## config.mk

```make
export PLATFORM = sky130hd
export DESIGN_NAME = field_frame_gen
export DESIGN_NICKNAME = d
export VERILOG_FILES = /design/src/rtl/field_pkg.sv /design/src/rtl/sync_edge.sv /design/src/rtl/hpos_counter.sv /design/src/rtl/parity_classifier.sv /design/src/rtl/field_frame_gen.sv
export SDC_FILE = /design/constraint.sdc
export NUM_CORES = 1
export LEC_CHECK = 0
export BUFFER_PORTS_ARGS = -buffer_cell sky130_fd_sc_hd__clkbuf_2
export CAP_MARGIN = 25
export CORE_AREA = 2 2 88 69
export DETAILED_ROUTE_END_ITERATION = 8
export DIE_AREA = 0 0 90 71
export PLACE_DENSITY = 0.59
export SLEW_MARGIN = 20
export SYNTH_ARGS = -nofsm -noshare
export SYNTH_HDL_FRONTEND = slang
export SYNTH_SLANG_ARGS = --single-unit
```

## constraint.sdc

```tcl
create_clock -name clk -period 3.8 [get_ports clk]
set_clock_uncertainty 0.2 [all_clocks]
set_input_delay 0 -clock clk [delete_from_list [all_inputs] [get_ports clk]]
set_output_delay 0 -clock clk [all_outputs]
set_load 0.1 [all_outputs]
```

## src/rtl/field_pkg.sv

```systemverilog
package field_pkg;
  typedef enum logic {
    FLD_EVEN = 1'b0,
    FLD_ODD  = 1'b1
  } field_e;
endpackage

```

## src/rtl/sync_edge.sv

```systemverilog
module sync_edge #(
  parameter int STAGES = 2
) (
  input  logic clk,
  input  logic rst,
  input  logic async_in,
  output logic rise
);
  logic [STAGES-1:0] chain;
  logic              last;

  always_ff @(posedge clk) begin
    if (rst) begin
      chain <= '0;
      last  <= 1'b0;
    end else begin
      chain <= {chain[STAGES-2:0], async_in};
      last  <= chain[STAGES-1];
    end
  end

  assign rise = chain[STAGES-1] & ~last;
endmodule

```

## src/rtl/hpos_counter.sv

```systemverilog
module hpos_counter #(
  parameter int W = 12
) (
  input  logic         clk,
  input  logic         rst,
  input  logic         restart,
  output logic [W-1:0] pos
);
  localparam logic [W-1:0] POS_MAX = '1;

  always_ff @(posedge clk) begin
    if (rst || restart)     pos <= '0;
    else if (pos != POS_MAX) pos <= pos + 1'b1;
  end
endmodule

```

## src/rtl/parity_classifier.sv

```systemverilog
module parity_classifier
  import field_pkg::*;
#(
  parameter int W     = 12,
  parameter int GUARD = 4
) (
  input  logic         clk,
  input  logic         rst,
  input  logic         sample,
  input  logic [W-1:0] pos,
  input  logic [W-1:0] line_len,
  output field_e       field
);
  localparam int XW = W + 1;
  localparam logic [XW-1:0] G = XW'(GUARD);

  logic [XW-1:0] pos_x, len_x, half_x;
  logic          near_start, near_mid, late_half;

  always_comb begin
    pos_x      = {1'b0, pos};
    len_x      = {1'b0, line_len};
    half_x     = len_x >> 1;
    near_start = (pos_x < G) || (pos_x + G >= len_x);
    near_mid   = (pos_x + G > half_x) && (pos_x < half_x + G);
    late_half  = (pos_x >= half_x);
  end

  always_ff @(posedge clk) begin
    if (rst) begin
      field <= FLD_EVEN;
    end else if (sample) begin
      if (near_start || near_mid) field <= (field == FLD_ODD) ? FLD_EVEN : FLD_ODD;
      else                        field <= late_half ? FLD_ODD : FLD_EVEN;
    end
  end
endmodule

```

## src/rtl/field_frame_gen.sv

```systemverilog
module field_frame_gen
  import field_pkg::*;
#(
  parameter int LEN_W       = 12,
  parameter int GUARD       = 4,
  parameter int SYNC_STAGES = 2
) (
  input  logic             clk,
  input  logic             rst,
  input  logic             hsync_in,
  input  logic             vsync_in,
  input  logic [LEN_W-1:0] line_len,
  input  logic             video_on,
  input  logic             dis_frame,
  input  logic             auto_frame,
  input  logic             field_pol,
  output logic             frame_out,
  output logic             field_odd
);
  logic             hs_rise, vs_rise;
  logic [LEN_W-1:0] hpos;
  field_e           field_raw;
  logic             frame_gate;

  sync_edge #(.STAGES(SYNC_STAGES)) u_hs (
    .clk(clk), .rst(rst), .async_in(hsync_in), .rise(hs_rise));

  sync_edge #(.STAGES(SYNC_STAGES)) u_vs (
    .clk(clk), .rst(rst), .async_in(vsync_in), .rise(vs_rise));

  hpos_counter #(.W(LEN_W)) u_cnt (
    .clk(clk), .rst(rst), .restart(hs_rise), .pos(hpos));

  parity_classifier #(.W(LEN_W), .GUARD(GUARD)) u_cls (
    .clk(clk), .rst(rst), .sample(vs_rise), .pos(hpos),
    .line_len(line_len), .field(field_raw));

  assign frame_gate = dis_frame | (auto_frame & video_on);

  always_ff @(posedge clk) begin
    if (rst) begin
      frame_out <= 1'b0;
      field_odd <= 1'b0;
    end else begin
      frame_out <= ~frame_gate & (field_raw == FLD_ODD);
      field_odd <= (field_raw == FLD_ODD) ^ field_pol;
    end
  end
endmodule

```

# == Word level (Yosys, flattened, before mapping) ==
# Cells that the tools add are included.
# classes
addsub,3
n_lt_le_gt_ge,5
eq_ne,1
mux,3
bitwise,9
reduce_logical,4
# op_table
cell,count
"adder 12 x 3 -> 13 bit, second input constant",1
greater-or-equal comparator 13 x 12 -> 1 bit,1
greater-than comparator 13 x 11 -> 1 bit,1
less-than comparator 12 x 13 -> 1 bit,1
"adder 11 x 3 -> 12 bit, second input constant",1
"adder 12 x 1 -> 12 bit, second input constant",1
greater-or-equal comparator 12 x 11 -> 1 bit,1
"less-than comparator 12 x 3 -> 1 bit, second input constant",1
"!= test 12 bit, second input constant",1
bitwise AND 1 bit,4
logical OR 1 bit,3
2-to-1 mux 1 bit,3
NOT 1 bit,3
logical AND 1 bit,1
bitwise OR 1 bit,1
bitwise XOR 1 bit,1
# totals
reg_bits,21
inputBits,20
out_inout_bits,2
elab_cells,33

# == Depth between registers and ports, before layout ==
# Gate-level depths: netlist of the first run.
# logic_depth
ltp_word,5
depth_mapped,12
mapped_depth_nobuf,12

# == Modules after synthesis ==
# Synthesis of the first run repeated with hierarchy kept, for this count alone.
# hier_totals
cells_unflattened,258
hier_area_um2,2194.6
# by_module_without_submodules
mod,n_inst,cells_each,area_per_inst_um2,seq_area_each_um2
parity_classifier,1,173,1373.8,20.0
hpos_counter,1,65,574.3,240.2
sync_edge,2,7,87.6,60.1
field_frame_gen,1,6,71.3,40.0

# == Worst setup path before layout of the first run ==
# No wires, ideal clock.
# synth_timing
kind,reg2reg
startpoint,reg u_cnt.pos[2]
endpoint,reg u_cls.field
setup_time_ns,0.121
arrival_ns,2.763
required_time_ns,3.479
setup_slack_ns,0.716
path_stages_with_launch,13
path_buffers,0
synth_period_minus_slack_ns,3.084
cell_sequence,dfxtp_1 -> ha_1 -> nand3_2 -> nor2_2 -> and3_2 -> xor2_1 -> ha_1 -> a22o_1 -> nor4_1 -> a21oi_1 -> o221ai_2 -> o311ai_1 -> mux2_4
# synth_between
elab_chain_cells,5
elab_cells_between_ends,11
classes_between,1 x add/sub; 5 x order compare; 2 x mux; 3 x reduce/logical
# synth_lines
item,line_no,text
from (decl),hpos_counter.sv:7,output logic [W-1:0] pos
from (signal assigned),hpos_counter.sv:13,else if (pos != POS_MAX) pos <= pos + 1'b1;
adder 12 x 3 -> 13 bit,"parity_classifier.sv:24, parity_classifier.sv:25",
greater-or-equal comparator 13 x 12 -> 1 bit or greater-than comparator 13 x 11 -> 1 bit (tied branches),"parity_classifier.sv:24, parity_classifier.sv:25",
logical OR 1 bit or logical AND 1 bit (tied branches),"parity_classifier.sv:24, parity_classifier.sv:25",
logical OR 1 bit,parity_classifier.sv:33,if (near_start || near_mid) field <= (field == FLD_ODD) ? FLD_EVEN : FLD_ODD;
2-to-1 mux 1 bit (*),parity_classifier.sv:33,
to (signal assigned),parity_classifier.sv:33,
to (signal assigned),parity_classifier.sv:34,else field <= late_half ? FLD_ODD : FLD_EVEN;
to (decl),parity_classifier.sv:12,output field_e field
# Mark *: on every way between the ends. The rest lies on a longest branch, timed or not.
# A chain may end at the register's enable or synchronous reset.

# == Worst setup path in the final report of the first run ==
# Ends and elaborated chain as after synthesis.

==> metrics.md, run 1 <==
| Metric | Value |
|---|---|
| CTS Buf Count | 3 |
| CTS tree | yes |
| Number of I/O pins | 22 |
| Cell Chain, Critical Path | ha_1 -> nand3_2 -> nor2_2 -> and3_2 -> xor2_1 -> ha_1 -> a22o_1 -> nor4_1 -> a21oi_1 -> o221ai_2 -> o311ai_1 -> mux2_4 |
| Seq cells post-synth | 21 |
| Status | finished clean |
| Simple-gate share of the synthesized area | 0.218 |
| Total leakage power | 1.17 nW |
| CTS Sinks | 21 |
| Row cnt | 24 |
| Finished Core Util | 0.442 |
| Avg Vias per Cell | 5.19 |
| Per-cell routed wire length | 14.1 um |
| Final Cycle Share | 0.891 |
| P per Cell Area | 202 nW/um^2 |
| Critical-path top delay cell | dfxtp_1 |
| Global-route usage over all layers | 0.166 |
| Flop pwr share | 0.468 |
| Die H | 71 um |
| Int Power | 0.354 mW |
| Post-DRT Antenna Nets | 0 |
| Adder-cell share of the synthesized area | 0.268 |
| Final worst hold slack | 237 ps |
| DR vias | 1832 |
| Grt ovf | 0 |
| Mapped Nets | 311 |
| Clock slew at reported path FFs | 80 ps |
| Unique cell type count in the Yosys netlist | 48 |
| CP max FO | 7 |
| Initial DRC count | 97 |
| NumNets Final | 342 |
| Dpl cells | 340 |
| Register area share after synthesis | 0.196 |
| Critical path's top delay family | simple AND/OR/NAND/NOR gates |
| Antenna violations before repair | 0 |
| Largest cells by area after synthesis | ha_1 (27%), dfxtp_1 (20%), xnor2_1 (7.4%), a21oi_1 (4.4%), inv_1 (3.3%) |
| Antenna diodes | 0 |
| Switching pwr | 0.146 mW |
| Worst Path Required | 3760 ps |
| Clock power frac | 0.288 |
| Worst VDD drop | 108 uV |
| Placed wire-length estimate | 4100 um |
| WP data arrival | 3340 ps |
| Die width | 90 um |
| Most area-hungry cell type in the Yosys netlist | ha_1 |
| Post-synth EDFFs | 0 |
| Vias in the first global route | 1711 |
| Fin. Hold Viols | 0 |
| Synth async-reset ratio | 0 |
| CP Launch Type | register |
| GP Congestion | 0.882 |
| Core outline area | 5590 um^2 |
| H-tree depth | 1 |
| Syn Area/Cell | 8.75 um^2 |
| CTS Buffer Depth | 2 |
| Slew Viols, Final | 0 |
| Largest family of logic cells by synthesized area | adder cells |
| Maximum clock rate | 295 MHz |
| Mux cell area share after synthesis | 0.0117 |
| Crit. End Element | register |
| Worst slew pin tran | 617 ps |
| First-pass GRT wire length | 8530 um |
| Most used cell, CP | ha_1 |
| Port Buffers | 21 |
| DR pass1 iterations | 4 |
| Largest net degree at the start of global routing | 13 |
| Yosys top cell area share | 0.268 |
| Switch share | 0.293 |
| Synthesis Warnings | 0 |
| Final wirelength | 4990 um |
| Mapped Area | 2140 um^2 |
| Final setup TNS | 0 ps |
| Clock latency on the worst-skew pair | 260 ps |
| Ys flop type | dfxtp_1 |
| Worst Setup Path Type | reg2reg |
| Power share of the combinational group | 0.245 |
| Rel. slew slack | 0.585 |
| Synthesized instance count | 245 |
| Drt drc | 0 |
| Worst min-delay path category | reg2reg |
| Crit path time final | 3390 ps |
| CP max stage delay | 450 ps |
| RSZ-0062 raised after global routing | false |
| XOR/XNOR Fraction of Synth Area | 0.103 |
| CP bufs+invs | 0 |
| Layout cells sized above 1 | 0.138 |
| Area Overhead vs Synth | 15.2% |
| Final setup fails | 0 |
| # Max-Cap Violations | 0 |
| Die area | 6390 um^2 |
| Fin cells | 353 |
| Starting Density | 0.384 |
| Root buffer cell | clkbuf_8 |
| Compound-Gate Fraction of Synth Area | 0.160 |
==> placed cells by master, fill, tap and decap left out, types with 4 or more instances in the layout <==
| cell type | n |
|---|---|
| o21ai_0 | 7 |
| a21oi_1 | 19 |
| nand3_1 | 12 |
| nor2b_1 | 8 |
| dfxtp_1 | 21 |
| and3_1 | 5 |
| xnor2_1 | 18 |
| inv_1 | 19 |
| xor2_1 | 4 |
| a21o_1 | 5 |
| nor3_1 | 5 |
| nand2b_1 | 4 |
| dlygate4sd3_1 | 9 |
| nand2_1 | 9 |
| ha_1 | 46 |
| clkbuf_2 | 21 |
| nor2_1 | 14 |
| nand4_1 | 4 |
==> what timing repair did <==
item | in CTS | in global routing
endpoints found under the hold margin | 8 | 0
setup buffers | 0 | 0
resized for setup | 0 | 0
hold buffers | 9 | 0
==> logic make-up after synthesis <==
kind of cell,count (synthesis)
xor+xnor,23
fa+ha+maj,46
flops,21
mux,2
simple gates,79
compound gates,50
buf+inv,24
==> metal layers <==
metal | part of all wire | global-route usage | wire length [um]
met1 | 0.53 | 0.236 | 2650
met2 | 0.43 | 0.270 | 2130
met3 | 0.034 | 0.0288 | 168
met4 | 0.0068 | 0.0308 | 34
met5 | 0 | 0 | 0
==> synthesized netlist by cell type (2+ instances only) <==
master    number
nor4_1         3
nand3_2        2
xnor2_1       18
clkbuf_1       4
dfxtp_1       21
o21a_1         2
xor2_1         4
inv_1         19
or3_1          3
o21ai_0        7
and3_1         5
and4_1         2
a21o_1         5
nand3_1       12
nand2_1        9
nor3_1         5
o21ai_1        3
nand4_1        4
ha_1          46
a21oi_1       19
nor2b_1        8
nand2b_1       4
a211oi_1       2
nor2_1        14
==> layout make-up <==
type / instances / area, um^2
multi-input cells: 200 / 1630
inverters: 19 / 71.3
clock buffers: 3 / 41.3
flip-flops and latches: 21 / 420
clock inverters: 1 / 5.00
fillers: 570 / 3110
well taps: 78 / 97.6
repair buffers: 31 / 203
==> stage by stage <==
stage / instance area [um^2] / power (mW) / setup WS [ps]
after floorplan: 2140 / 0.318 / 716
after global placement: 2330 / 0.351 / 555
after detailed placement: 2330 / 0.354 / 432
after CTS: 2470 / 0.509 / 415
after global routing: 2470 / 0.536 / 115
final: 2470 / 0.500 / 415
==> registers in the layout (all words and copies together) (netlist names) <==
| signal | cells |
|---|---|
| frame_out | 1 |
| u_hs.chain | 2 |
| u_cnt.pos | 12 |
| u_vs.chain | 2 |
| field_odd | 1 |
| u_cls.field | 1 |
| u_vs.last | 1 |
| u_hs.last | 1 |
==> power by group through the flow <==
stage	combinational (mW)	sequential, mW	clock (mW)
final	0.122	0.234	0.144
after CTS	0.123	0.234	0.153
after global placement	0.113	0.239	0
after floorplan	0.0717	0.246	0
after detailed placement	0.115	0.239	0
after global routing	0.138	0.235	0.163
==> final timing paths <==
check | startpoint | to | slack (ps) | cells after the start
worst min-delay path | u_hs.chain[0]$_SDFF_PP0_ | u_hs.chain[1]$_SDFF_PP0_ | 240 | 1
worst max-delay path | u_cnt.pos[2]$_SDFFE_PP0P_ | u_cls.field$_SDFFE_PP0P_ | 410 | 12
worst min register to register | u_hs.chain[0]$_SDFF_PP0_ | u_hs.chain[1]$_SDFF_PP0_ | 240 | 1
worst max register to register | u_cnt.pos[2]$_SDFFE_PP0P_ | u_cls.field$_SDFFE_PP0P_ | 410 | 12
Power figures use the tool's default switching activity.
==> run 2: changes to the inputs <==
--- a/config.mk
+++ b/config.mk
@@ -7,10 +7,10 @@
 export LEC_CHECK = 0
 export BUFFER_PORTS_ARGS = -buffer_cell sky130_fd_sc_hd__clkbuf_2
 export CAP_MARGIN = 25
-export CORE_AREA = 2 2 88 69
+export CORE_AREA = 2 2 68 70
 export DETAILED_ROUTE_END_ITERATION = 8
-export DIE_AREA = 0 0 90 71
-export PLACE_DENSITY = 0.59
+export DIE_AREA = 0 0 70 72
+export PLACE_DENSITY = 0.71
 export SLEW_MARGIN = 20
 export SYNTH_ARGS = -nofsm -noshare
 export SYNTH_HDL_FRONTEND = slang
==> run 2 against run 1 <==
Flip-flop and latch count unchanged. First-iteration DRC count decreased by 26%. Register-to-register slack improved by 20 ps. Maximum frequency up 0.70%. Critical path depth unchanged.
==> metrics.md, run 2 (synthesis results as in run 1) <==
| Metric | Value |
|---|---|
| Status | finished clean |
| Slew Viols, Final | 0 |
| Final wirelength | 4540 um |
| Clock latency on the worst-skew pair | 250 ps |
| Avg Vias per Cell | 5.50 |
| Die area | 5040 um^2 |
| Flop pwr share | 0.471 |
| Worst slew pin tran | 614 ps |
| WP data arrival | 3310 ps |
| Total leakage power | 1.17 nW |
| Fin. Hold Viols | 0 |
| Crit. Startpoint | u_cnt.pos[2]$_SDFFE_PP0P_ |
| Vias in the first global route | 1692 |
| Area Overhead vs Synth | 13.4% |
| CP bufs+invs | 0 |
| CTS Buf Count | 3 |
| Die H | 72 um |
| FF-to-FF Start | u_cnt.pos[2]$_SDFFE_PP0P_ |
| Worst Path Required | 3750 ps |
| NumNets Final | 341 |
| Crit. End Element | register |
| Post-DRT Antenna Nets | 0 |
| Starting Density | 0.503 |
| Final Cycle Share | 0.885 |
| Critical path's top delay family | simple AND/OR/NAND/NOR gates |
| Worst VDD drop | 221 uV |
| Int Power | 0.353 mW |
| Worst Setup Path Type | reg2reg |
| Die width | 70 um |
| Switching pwr | 0.144 mW |
| First-pass GRT wire length | 7820 um |
| Power share of the combinational group | 0.241 |
| # resized after CTS | 0 |
| Antenna diodes | 0 |
| Clock slew at reported path FFs | 80 ps |
| Antenna violations before repair | 0 |
| Worst Hold Launch | u_hs.chain[0]$_SDFF_PP0_ |
| Clock power frac | 0.289 |
| Largest net degree at the start of global routing | 13 |
| Final setup fails | 0 |
| Root buffer cell | clkbuf_8 |
| Placed wire-length estimate | 3730 um |
| DR vias | 1792 |
| Commonest non-fill, non-tap cell in the layout | ha_1 |
| CTS tree | yes |
| Switch share | 0.289 |
| CTS Buffer Depth | 2 |
| Drt drc | 0 |
| Core outline area | 4260 um^2 |
| Crit path time final | 3360 ps |
| P per Cell Area | 204 nW/um^2 |
| CP max stage delay | 440 ps |
| Commonest cells after routing, fill and taps aside | ha_1 (46), dfxtp_1 (21), clkbuf_2 (21), inv_1 (19), a21oi_1 (19) |
| Final worst hold slack | 252 ps |
| Per-cell routed wire length | 13.9 um |
| Final setup TNS | 0 ps |
| Maximum clock rate | 297 MHz |
| Fill count | 414 |
| Port Buffers | 21 |
| Buffer count from post-CTS setup fixing | 0 |
| Number of I/O pins | 22 |
| GP Congestion | 0.928 |
| Biggest regs | u_cnt.pos (12), u_hs.chain (2), u_vs.chain (2) |
| Most used cell, CP | ha_1 |
| Global-route usage over all layers | 0.190 |
| RSZ-0062 raised after global routing | false |
| Top reg by flops | u_cnt.pos |
| Critical-path top delay cell | dfxtp_1 |
| DR pass1 iterations | 4 |
| CP max FO | 7 |
| Grt ovf | 0 |
| # Max-Cap Violations | 0 |
| Rel. slew slack | 0.587 |
| Worst min-delay path category | reg2reg |
| Layout cells sized above 1 | 0.135 |
| Initial DRC count | 72 |
| CP Launch Type | register |
| Largest register FFs | 12 |
| Cell Chain, Critical Path | ha_1 -> nand3_2 -> nor2_2 -> and3_2 -> xor2_1 -> ha_1 -> a22o_1 -> nor4_1 -> a21oi_1 -> o221ai_2 -> o311ai_1 -> mux2_4 |
| Row cnt | 24 |
| H-tree depth | 1 |
| CTS Sinks | 21 |
==> run 2: changes by cell type in the layout (fill, tap and decap cells not counted) <==
cell	before	now
buf_4	1	0
==> run 2: path summary, 6_finish.rpt <==
| kind | slack, ps | end | cells after the start |
|---|---|---|---|
| setup reg to reg | 440 | u_cls.field$_SDFFE_PP0P_ | 12 |
| hold / removal | 250 | u_hs.chain[1]$_SDFF_PP0_ | 1 |
| setup / recovery | 440 | u_cls.field$_SDFFE_PP0P_ | 12 |
| hold reg to reg | 250 | u_hs.chain[1]$_SDFF_PP0_ | 1 |
==> run 2: power by group through the flow <==
stage	clock [mW]	sequential (mW)	combinational [mW]
final	0.143	0.234	0.120
after global routing	0.157	0.235	0.135
after CTS	0.148	0.234	0.120
after detailed placement	0	0.239	0.111
after global placement	0	0.239	0.111
after floorplan	0	0.246	0.0717
==> run 2: final cells by class <==
| class | count | area, um^2 | share of cell area |
|---|---|---|---|
| clock buffers | 3 | 41.3 | 0.0170 |
| multi-input cells | 200 | 1630 | 0.672 |
| repair buffers | 30 | 195 | 0.0803 |
| inverters | 19 | 71.3 | 0.0293 |
| clock inverters | 1 | 5.00 | 0.00206 |
| flip-flops and latches | 21 | 420 | 0.173 |
| well taps | 52 | 65.1 | 0.0268 |
==> run 2: what timing repair did <==
item                       CTS  global route
setup endpoints to repair    0             0
hold endpoints to repair     8             0
hold buffers                 9             0
==> run 2: layer usage <==
| metal | vias up | wire length [um] | GRT usage |
|---|---|---|---|
| li1 | 949 | - | - |
| met1 | 805 | 2240 | 0.258 |
| met2 | 36 | 2120 | 0.337 |
| met3 | 2 | 176 | 0.0292 |
| met4 | 0 | 10 | 0.0128 |
| met5 | - | 0 | 0 |
==> run 2: stage by stage <==
stage	std cells	setup WS (ps)	power, mW	util	area (um^2)
after floorplan	245	716	0.318	-	2140
after global placement	313	554	0.349	0.538	2290
final	326	438	0.497	0.570	2430
after detailed placement	313	447	0.350	0.538	2290
after CTS	326	428	0.501	0.570	2430
after global routing	326	208	0.528	0.570	2430
